$ cat src/rtl/usb_ephs_pkg.sv
package usb_ephs_pkg;

  localparam int CFG_DW = 32;

  localparam int B_RX_EN    = 0;
  localparam int B_RX_TYPE  = 1;
  localparam int B_RX_INH   = 3;
  localparam int B_RX_STALL = 4;
  localparam int B_RX_TRST  = 5;
  localparam int B_TX_EN    = 8;
  localparam int B_TX_TYPE  = 9;
  localparam int B_TX_STALL = 11;
  localparam int B_TX_TRST  = 12;

  typedef enum logic [1:0] {
    EPT_CTRL = 2'd0,
    EPT_ISO  = 2'd1,
    EPT_BULK = 2'd2,
    EPT_INTR = 2'd3
  } ep_type_e;

  typedef enum logic [1:0] {
    TK_SETUP = 2'd0,
    TK_OUT   = 2'd1,
    TK_IN    = 2'd2,
    TK_HACK  = 2'd3
  } tok_kind_e;

  typedef enum logic [2:0] {
    RSP_NONE  = 3'd0,
    RSP_ACK   = 3'd1,
    RSP_NAK   = 3'd2,
    RSP_STALL = 3'd3,
    RSP_DATA  = 3'd4
  } rsp_code_e;

  typedef struct packed {
    logic     rx_en;
    ep_type_e rx_type;
    logic     rx_inh;
    logic     rx_stall;
    logic     tx_en;
    ep_type_e tx_type;
    logic     tx_stall;
  } ep_cfg_t;

  function automatic ep_cfg_t cfg_unpack(input logic [CFG_DW-1:0] w);
    ep_cfg_t c;
    c.rx_en    = w[B_RX_EN];
    c.rx_type  = ep_type_e'(w[B_RX_TYPE +: 2]);
    c.rx_inh   = w[B_RX_INH];
    c.rx_stall = w[B_RX_STALL];
    c.tx_en    = w[B_TX_EN];
    c.tx_type  = ep_type_e'(w[B_TX_TYPE +: 2]);
    c.tx_stall = w[B_TX_STALL];
    return c;
  endfunction

  function automatic logic [CFG_DW-1:0] cfg_pack(input ep_cfg_t c);
    logic [CFG_DW-1:0] w;
    w                   = '0;
    w[B_RX_EN]          = c.rx_en;
    w[B_RX_TYPE +: 2]   = c.rx_type;
    w[B_RX_INH]         = c.rx_inh;
    w[B_RX_STALL]       = c.rx_stall;
    w[B_TX_EN]          = c.tx_en;
    w[B_TX_TYPE +: 2]   = c.tx_type;
    w[B_TX_STALL]       = c.tx_stall;
    return w;
  endfunction

endpackage

$ cat src/rtl/usb_ephs_regs.sv
module usb_ephs_regs
  import usb_ephs_pkg::*;
#(
  parameter int NUM_EP = 4,
  parameter int EPW    = 2
) (
  input  logic              clk,
  input  logic              rst_n,
  input  logic              wr_en,
  input  logic [EPW-1:0]    wr_ep,
  input  logic [CFG_DW-1:0] wr_data,
  input  logic [NUM_EP-1:0] setup_hit,
  input  logic [NUM_EP-1:0] setup_stat,
  output ep_cfg_t           cfg_q [NUM_EP],
  output logic [NUM_EP-1:0] rx_trst,
  output logic [NUM_EP-1:0] tx_trst
);

  for (genvar i = 0; i < NUM_EP; i++) begin : g_ep
    ep_cfg_t cur;
    ep_cfg_t nxt;
    logic    sel;
    logic    release_now;

    assign sel         = wr_en && (wr_ep == EPW'(i));
    assign release_now = setup_hit[i] || setup_stat[i];

    always_comb begin
      nxt = cur;
      if (sel) begin
        nxt = cfg_unpack(wr_data);
      end
      // a pending or arriving setup overrides any stall on control directions
      if (release_now && (nxt.rx_type == EPT_CTRL)) begin
        nxt.rx_stall = 1'b0;
      end
      if (release_now && (nxt.tx_type == EPT_CTRL)) begin
        nxt.tx_stall = 1'b0;
      end
    end

    always_ff @(posedge clk) begin
      if (!rst_n) begin
        cur <= '0;
      end else begin
        cur <= nxt;
      end
    end

    assign cfg_q[i]   = cur;
    assign rx_trst[i] = sel && wr_data[B_RX_TRST];
    assign tx_trst[i] = sel && wr_data[B_TX_TRST];
  end

endmodule

$ cat src/rtl/usb_ephs_toggle.sv
module usb_ephs_toggle #(
  parameter int NUM_EP = 4
) (
  input  logic              clk,
  input  logic              rst_n,
  input  logic [NUM_EP-1:0] rx_trst,
  input  logic [NUM_EP-1:0] tx_trst,
  input  logic [NUM_EP-1:0] setup_hit,
  input  logic [NUM_EP-1:0] rx_flip,
  input  logic [NUM_EP-1:0] tx_flip,
  output logic [NUM_EP-1:0] rx_tgl,
  output logic [NUM_EP-1:0] tx_tgl
);

  for (genvar i = 0; i < NUM_EP; i++) begin : g_tgl
    always_ff @(posedge clk) begin
      if (!rst_n) begin
        rx_tgl[i] <= 1'b0;
        tx_tgl[i] <= 1'b0;
      end else begin
        if (rx_trst[i]) begin
          rx_tgl[i] <= 1'b0;
        end else if (setup_hit[i]) begin
          rx_tgl[i] <= 1'b1;
        end else if (rx_flip[i]) begin
          rx_tgl[i] <= ~rx_tgl[i];
        end
        if (tx_trst[i]) begin
          tx_tgl[i] <= 1'b0;
        end else if (setup_hit[i]) begin
          tx_tgl[i] <= 1'b1;
        end else if (tx_flip[i]) begin
          tx_tgl[i] <= ~tx_tgl[i];
        end
      end
    end
  end

endmodule

$ cat src/rtl/usb_ephs_decide.sv
module usb_ephs_decide
  import usb_ephs_pkg::*;
#(
  parameter int NUM_EP = 4,
  parameter int EPW    = 2
) (
  input  logic              tok_fire,
  input  tok_kind_e         tok_kind,
  input  logic [EPW-1:0]    tok_ep,
  input  logic              tok_pid,
  input  ep_cfg_t           cfg_q [NUM_EP],
  input  logic [NUM_EP-1:0] rx_tgl,
  input  logic [NUM_EP-1:0] tx_tgl,
  input  logic [NUM_EP-1:0] rx_room,
  input  logic [NUM_EP-1:0] tx_avail,
  output rsp_code_e         code,
  output logic              keep,
  output logic              pid_out,
  output logic [NUM_EP-1:0] setup_hit,
  output logic [NUM_EP-1:0] rx_flip,
  output logic [NUM_EP-1:0] tx_flip
);

  ep_cfg_t c;
  logic    rt;
  logic    tt;
  logic    room;
  logic    avail;

  assign c     = cfg_q[tok_ep];
  assign rt    = rx_tgl[tok_ep];
  assign tt    = tx_tgl[tok_ep];
  assign room  = rx_room[tok_ep];
  assign avail = tx_avail[tok_ep];

  always_comb begin
    code      = RSP_NONE;
    keep      = 1'b0;
    pid_out   = 1'b0;
    setup_hit = '0;
    rx_flip   = '0;
    tx_flip   = '0;
    unique case (tok_kind)
      TK_SETUP: begin
        if (c.rx_en && (c.rx_type == EPT_CTRL)) begin
          code              = RSP_ACK;
          keep              = 1'b1;
          setup_hit[tok_ep] = tok_fire;
        end
      end
      TK_OUT: begin
        pid_out = rt;
        if (c.rx_en) begin
          if (c.rx_type == EPT_ISO) begin
            keep = room;
          end else if (c.rx_stall) begin
            code = RSP_STALL;
          end else if (!room) begin
            code = RSP_NAK;
          end else begin
            code = RSP_ACK;
            if (c.rx_inh) begin
              keep = 1'b1;
            end else if (tok_pid == rt) begin
              keep            = 1'b1;
              rx_flip[tok_ep] = tok_fire;
            end
          end
        end
      end
      TK_IN: begin
        pid_out = tt;
        if (c.tx_en) begin
          if (c.tx_type == EPT_ISO) begin
            pid_out = 1'b0;
            if (avail) code = RSP_DATA;
          end else if (c.tx_stall) begin
            code = RSP_STALL;
          end else if (!avail) begin
            code = RSP_NAK;
          end else begin
            code = RSP_DATA;
          end
        end
      end
      TK_HACK: begin
        pid_out = tt;
        if (c.tx_en && (c.tx_type != EPT_ISO) && !c.tx_stall) begin
          tx_flip[tok_ep] = tok_fire;
        end
      end
      default: ;
    endcase
  end

endmodule

$ cat src/rtl/usb_ep_handshake.sv
module usb_ep_handshake
  import usb_ephs_pkg::*;
#(
  parameter  int NUM_EP = 4,
  localparam int EPW    = (NUM_EP > 1) ? $clog2(NUM_EP) : 1
) (
  input  logic              clk,
  input  logic              rst_n,
  input  logic              cfg_wr_en,
  input  logic [EPW-1:0]    cfg_wr_ep,
  input  logic [31:0]       cfg_wr_data,
  input  logic [EPW-1:0]    cfg_rd_ep,
  output logic [31:0]       cfg_rd_data,
  input  logic [NUM_EP-1:0] ep_setup_stat,
  input  logic [NUM_EP-1:0] ep_rx_room,
  input  logic [NUM_EP-1:0] ep_tx_avail,
  input  logic              tok_valid,
  output logic              tok_ready,
  input  logic [1:0]        tok_kind,
  input  logic [EPW-1:0]    tok_ep,
  input  logic              tok_pid,
  output logic              rsp_valid,
  input  logic              rsp_ready,
  output logic [2:0]        rsp_code,
  output logic              rsp_keep,
  output logic              rsp_pid
);

  ep_cfg_t           cfg_q [NUM_EP];
  logic [NUM_EP-1:0] rx_trst;
  logic [NUM_EP-1:0] tx_trst;
  logic [NUM_EP-1:0] setup_hit;
  logic [NUM_EP-1:0] rx_flip;
  logic [NUM_EP-1:0] tx_flip;
  logic [NUM_EP-1:0] rx_tgl;
  logic [NUM_EP-1:0] tx_tgl;
  logic              tok_fire;
  rsp_code_e         dec_code;
  logic              dec_keep;
  logic              dec_pid;

  assign tok_ready = !rsp_valid || rsp_ready;
  assign tok_fire  = tok_valid && tok_ready;

  usb_ephs_regs #(.NUM_EP(NUM_EP), .EPW(EPW)) i_regs (
    .clk        (clk),
    .rst_n      (rst_n),
    .wr_en      (cfg_wr_en),
    .wr_ep      (cfg_wr_ep),
    .wr_data    (cfg_wr_data),
    .setup_hit  (setup_hit),
    .setup_stat (ep_setup_stat),
    .cfg_q      (cfg_q),
    .rx_trst    (rx_trst),
    .tx_trst    (tx_trst)
  );

  usb_ephs_toggle #(.NUM_EP(NUM_EP)) i_toggle (
    .clk       (clk),
    .rst_n     (rst_n),
    .rx_trst   (rx_trst),
    .tx_trst   (tx_trst),
    .setup_hit (setup_hit),
    .rx_flip   (rx_flip),
    .tx_flip   (tx_flip),
    .rx_tgl    (rx_tgl),
    .tx_tgl    (tx_tgl)
  );

  usb_ephs_decide #(.NUM_EP(NUM_EP), .EPW(EPW)) i_decide (
    .tok_fire  (tok_fire),
    .tok_kind  (tok_kind_e'(tok_kind)),
    .tok_ep    (tok_ep),
    .tok_pid   (tok_pid),
    .cfg_q     (cfg_q),
    .rx_tgl    (rx_tgl),
    .tx_tgl    (tx_tgl),
    .rx_room   (ep_rx_room),
    .tx_avail  (ep_tx_avail),
    .code      (dec_code),
    .keep      (dec_keep),
    .pid_out   (dec_pid),
    .setup_hit (setup_hit),
    .rx_flip   (rx_flip),
    .tx_flip   (tx_flip)
  );

  // one-deep response slot
  always_ff @(posedge clk) begin
    if (!rst_n) begin
      rsp_valid <= 1'b0;
      rsp_code  <= RSP_NONE;
      rsp_keep  <= 1'b0;
      rsp_pid   <= 1'b0;
    end else if (tok_ready) begin
      rsp_valid <= tok_valid;
      if (tok_valid) begin
        rsp_code <= dec_code;
        rsp_keep <= dec_keep;
        rsp_pid  <= dec_pid;
      end
    end
  end

  assign cfg_rd_data = cfg_pack(cfg_q[cfg_rd_ep]);

endmodule

$ cat config.mk
export PLATFORM = sky130hd
export DESIGN_NAME = usb_ep_handshake
export DESIGN_NICKNAME = d
export VERILOG_FILES = /design/src/rtl/usb_ephs_pkg.sv /design/src/rtl/usb_ephs_regs.sv /design/src/rtl/usb_ephs_toggle.sv /design/src/rtl/usb_ephs_decide.sv /design/src/rtl/usb_ep_handshake.sv
export SDC_FILE = /design/constraint.sdc
export NUM_CORES = 1
export LEC_CHECK = 0
export BUFFER_PORTS_ARGS = -buffer_cell sky130_fd_sc_hd__buf_2
export CAP_MARGIN = 30
export CORE_ASPECT_RATIO = 2
export CORE_MARGIN = 2
export CORE_UTILIZATION = 40
export DETAILED_ROUTE_END_ITERATION = 16
export HOLD_SLACK_MARGIN = 0.1
export PLACE_DENSITY = 0.67
export SLEW_MARGIN = 25
export SYNTH_ARGS = -nofsm -noshare
export SYNTH_HDL_FRONTEND = slang
export SYNTH_SLANG_ARGS = --single-unit
$ cat constraint.sdc
create_clock -name clk -period 2.6 [get_ports clk]
set_input_delay 0.78 -clock clk [delete_from_list [all_inputs] [get_ports clk]]
set_output_delay 0.78 -clock clk [all_outputs]
set_load 0.005 [all_outputs]
# Word-level counts from Yosys, hierarchy flattened
# Cells that the tools add are included.
op_classes:
  magnitude_cmp: 4
  eq_ne: 10
  n_mux: 69
  bitwise_logic: 12
  reduce_logical: 68
op_table:
  columns: ["op", "count"]
  rows:
  - ["2-to-1 mux 4 bit", 11]
  - ["binary-select mux 9 bit (select 2 bit)", 2]
  - ["2-to-1 mux 9 bit", 4]
  - ["2-to-1 mux 8 bit", 4]
  - ["OR reduction 2 bit", 16]
  - ["2-to-1 mux 1 bit", 31]
  - ["logical AND 1 bit", 25]
  - ["2-to-1 mux 3 bit", 8]
  - ["logical NOT 2 bit", 11]
  - ["nonzero test 2 bit", 8]
  - ["NOT 1 bit", 9]
  - ["one-hot mux 3 bit (3 select lines)", 1]
  - ["binary-select mux 1 bit (select 2 bit)", 4]
  - ["equality test 2 x 1 -> 1 bit, second input constant", 4]
  - ["equality test 2 bit, second input constant", 4]
  - [">= comparator 3 bit, second input constant", 2]
  - ["NOT 2 -> 3 bit", 2]
  - ["logical OR 1 bit", 5]
  - ["bitwise AND 4 bit", 1]
  - ["< comparator 2 x 3 -> 1 bit, second input constant", 1]
  - ["one-hot mux 1 bit (3 select lines)", 1]
  - ["demux 1 bit (select 2 bit)", 1]
  - [">= comparator 2 x 1 -> 1 bit, second input constant", 1]
  - ["logical NOT 1 bit", 2]
  - ["5 further kinds", 5]
totals:
  register_bits: 50
  inputBits: 58
  out_inout_bits: 39
  elab_cells: 203

# Longest topological paths before layout
logic_depth:
  word_depth: 14
  ltp_mapped: 7
  mapped_depth_nobuf: 5

# Hierarchy
# Synthesis repeated with hierarchy kept, for this count alone.
unflattened:
  cells_unflattened: 346
  area_unflattened_um2: 3235.6
by_module_without_submodules:
  columns: ["mod", "instances", "cells_per_inst", "area_per_inst_um2"]
  rows:
  - ["usb_ephs_regs", 1, 186, 1605.3]
  - ["usb_ep_handshake", 1, 62, 650.6]
  - ["usb_ephs_decide", 1, 62, 644.4]
  - ["usb_ephs_toggle", 1, 36, 335.3]

# Worst setup path after synthesis
# Ideal clock, no wire load.
synth_timing:
  path_kind: "input to output"
  start: "in cfg_rd_ep[0]"
  end: "out cfg_rd_data[0]"
  arrival_time_ps: 1820
  path_slack_ps: 0
  cell_stages: 2
  n_path_buf: 1
  cell_sequence: "clkbuf_1 > mux4_2"
synth_between:
  elab_chain_len: 4
synth_lines:
  columns: ["item", "line", "text"]
  rows:
  - ["start: declaration", "usb_ep_handshake.sv:12", "input logic [EPW-1:0] cfg_rd_ep,"]
  - ["NOT 2 -> 3 bit (not written as such)", "usb_ep_handshake.sv:105", "assign cfg_rd_data = cfg_pack(cfg_q[cfg_rd_ep]);"]
  - ["binary-select mux 9 bit (select 2 bit)", "usb_ep_handshake.sv:105", null]
  - ["2-to-1 mux 9 bit (not written as such) (2 in a row)", "usb_ep_handshake.sv:105", null]
  - ["end: declaration", "usb_ep_handshake.sv:13", "output logic [31:0] cfg_rd_data,"]
# No other way between the ends. The select of a mux whose other input is x is not followed.

# Worst setup path after layout
layout_timing:
  start: "in cfg_rd_ep[0]"
  end: "out cfg_rd_data[1]"
# Same word-level chain as after synthesis.

==> impl_metrics.json <==
{
  "status": "complete, no violations",
  "period_minus_slack_ns": 2.47,
  "clk_latency_ns": 0.29,
  "clock_path_buffers": 2,
  "placed_area_mm2": 0.00358,
  "critPathLaunch": "cfg_rd_ep[0]",
  "combPwrFrac": 0.154,
  "finalSetupViolCount": 0,
  "worst-r2r-cell-count": 5,
  "met1_usage": 0.270,
  "drt_iter0_markers": 163,
  "syn_inst": 358,
  "synth_area_mm2": 0.00319,
  "fin_ws_ns": 0.129,
  "synth_ff_type": "dfxtp_1",
  "power.switching_w": 0.000474,
  "power.total_w": 0.00184,
  "via_per_inst": 5.49,
  "async_flop_share": 0,
  "reg2reg_from": "i_regs.cfg_q[24]",
  "yosys.area.top_type_share": 0.314,
  "seqPwrFrac": 0.437,
  "synth_common_cells": "nand2_1, dfxtp_1, a21boi_0",
  "cts_setup_buffers": 0,
  "p_clk_frac": 0.409,
  "endpoint_kind": "output pin",
  "io_pins": 97,
  "ys_seq_area_frac": 0.314,
  "hold_path_startpoint": "rsp_code[2]",
  "cp_slowest_stage_delay_ns": 0.52,
  "cts_buffers": 5,
  "clock_skew_ns": 0.00737,
  "gp_congestion": 0.845,
  "syn_area_per_cell_um2": 8.90,
  "groute.usage.overall": 0.203,
  "grt_use_met3": 0.0267,
  "wl_um": 8310,
  "ys_warn_count": 0,
  "cap_violations": 0,
  "antenna_found_initial": 0,
  "cts_sinks": 50,
  "fmax_ghz": 0.405,
  "dp_cells": 508,
  "cts.clk_slew.worst_paths_ns": 0.06,
  "slew_violations": 0,
  "grt_pass1_vias": 2677,
  "area_growth_pct": 17.8,
  "first_pass_iters": 4,
  "ant_nets": 0,
  "critPathMostFrequentCell": "buf_2",
  "irDropWorstVdd_mv": 0.272,
  "rows": 46,
  "intPower_w": 0.00137,
  "coreArea_mm2": 0.00783,
  "hold_viol_final": 0,
  "finalNetCount": 477,
  "finalNonFillerCells": 516,
  "start_kind": "primary input",
  "fp.dieW_um": 67.1,
  "synth_top_cell_by_area": "dfxtp_1",
  "overflow": 0,
  "post_cts_resize_count": 0,
  "drcViolationCount": 0,
  "path_cells": "buf_2 > buf_12 > mux4_2 > buf_2",
  "dieArea_mm2": 0.00874,
  "ctsRootBufferMaster": "clkbuf_16",
  "critPathTopFamily": "multiplexers",
  "whs_path_depth": 2,
  "n_antenna_cell": 0,
  "synth_edf_count": 0,
  "critPathBufInv": 3,
  "ys_top_cells_by_area": "dfxtp_1, mux4_2, nand2_1",
  "drive_gt1_frac": 0.281,
  "crit_cells": 4,
  "met2_usage": 0.342,
  "design_area_mm2": 0.00375,
  "grt_first_pass_wirelength_um": 13600,
  "portBuffers": 52,
  "slew_headroom": 0.596,
  "leakage_nw": 1.59,
  "rsz0062_at_grt": "false",
  "crit_fanout": 9,
  "num_vias": 2834,
  "yosysUniqueCellTypes": 47,
  "yosys_register_bits": 50,
  "grt_start_max_net_pins": 22,
  "worst_path_max_delay_cell": "mux4_2",
  "hold_path_class": "reg2reg",
  "yosysMostFrequentCell": "nand2_1",
  "hold_buffers": 0,
  "busiest_layer": "met2",
  "initial_core_util": 0.407,
  "post-route-period-util": 0.951,
  "required_ns": 1.82,
  "tightest_slew_ns": 0.603,
  "cellPowerDensity_mw_per_mm2": 491,
  "swShare": 0.257,
  "critPathArrivalTime_ns": 1.69,
  "htreeDepth": 2,
  "wl_per_cell_um": 16.1,
  "hpwlAfterDp_um": 6200,
  "setup.worst_path.class": "in2out",
  "die_y_um": 130,
  "cts_tree": "yes",
  "dpl_worst_slack_ns": -0.0916
}
==> metrics by stage <==
stage           util  setup TNS [ns]  hold WS, ns
4_1_cts        0.480               0        0.464
3_3_place_gp   0.458          -0.149        0.442
5_1_grt        0.480               0        0.481
6_report       0.480               0        0.454
2_1_floorplan      -               0        0.441
3_5_place_dp   0.458          -0.249        0.454
==> power by group through the flow <==
stage               Combinational (W)  Clock [W]  Sequential [W]
CTS                          0.000284   0.000763        0.000805
detailed placement           0.000282          0        0.000823
finish                       0.000283   0.000753        0.000806
global placement             0.000279          0        0.000822
global route                 0.000317   0.000791        0.000808
floorplan                    0.000193          0        0.000818
==> layout make-up <==
cell class              instances  area, µm²
clock inverters                 3       45.0
inverters                       3       11.3
well taps                      96        120
repair buffers                 76        453
clock buffers                   5        125
multi-input cells             283       2000
fillers                       816       4070
flip-flops and latches         50       1000
==> path summary, 6_finish.rpt <==
check,slack (ns),endpoint
hold reg to reg,0.45,rsp_code[2]
setup / recovery,0.13,cfg_rd_data[1]
setup reg to reg,0.67,i_regs.cfg_q[22]
hold / removal,0.45,rsp_code[2]
==> logic make-up after synthesis <==
| group | Yosys count | share of synthesized area |
|---|---|---|
| other | 1 | 0.00118 |
| muxes | 23 | 0.159 |
| and+or+nand+nor | 161 | 0.240 |
| buffers and inverters | 47 | 0.0860 |
| AOI/OAI and AO/OA | 75 | 0.194 |
| xor gates and xnor gates | 1 | 0.00511 |
| DFF | 50 | 0.314 |
==> placed cells by master, fill, tap and decap left out, types with 2 or more instances in the layout <==
cell | synthesis | final
a21boi_0 | 29 | 29
a21oi_1 | 10 | 10
a31oi_1 | 6 | 6
and2_1 | 2 | 2
buf_2 | 3 | 52
buf_4 | 23 | 23
clkbuf_16 | 0 | 5
clkinvlp_4 | 0 | 2
conb_1 | 1 | 23
dfxtp_1 | 50 | 50
inv_1 | 3 | 3
mux2i_1 | 2 | 2
mux4_1 | 4 | 4
mux4_2 | 17 | 17
nand2_1 | 93 | 93
nand2b_1 | 7 | 7
nand3_1 | 7 | 7
nor2_1 | 17 | 17
nor2b_1 | 5 | 5
nor3_1 | 7 | 7
nor3b_2 | 1 | 2
nor4b_1 | 5 | 5
o2111ai_1 | 9 | 9
o211a_1 | 4 | 4
o21ai_0 | 4 | 4
o41ai_2 | 7 | 7
or2_2 | 2 | 2
or3_1 | 4 | 4
==> per-layer routing <==
layer	vias up	part of all wire
met5	-	0
met4	0	0.011
met3	9	0.069
met2	115	0.50
met1	1339	0.42
li1	1371	-
==> worst register-to-register path, delay by kind of cell (launching register included) <==
family / cells / cell delay (ns)
muxes: 1 / 0.56
DFF: 1 / 0.34
AOI/OAI and AO/OA: 2 / 0.44
and+or+nand+nor: 2 / 0.48
==> registers in the layout, indices dropped and copies added (netlist names) <==
name / count
i_regs.cfg_q: 36
i_toggle.rx_tgl: 4
i_toggle.tx_tgl: 4
rsp_code: 3
rsp_keep: 1
rsp_pid: 1
rsp_valid: 1
No activity file was read; power rests on OpenSTA's default activity.
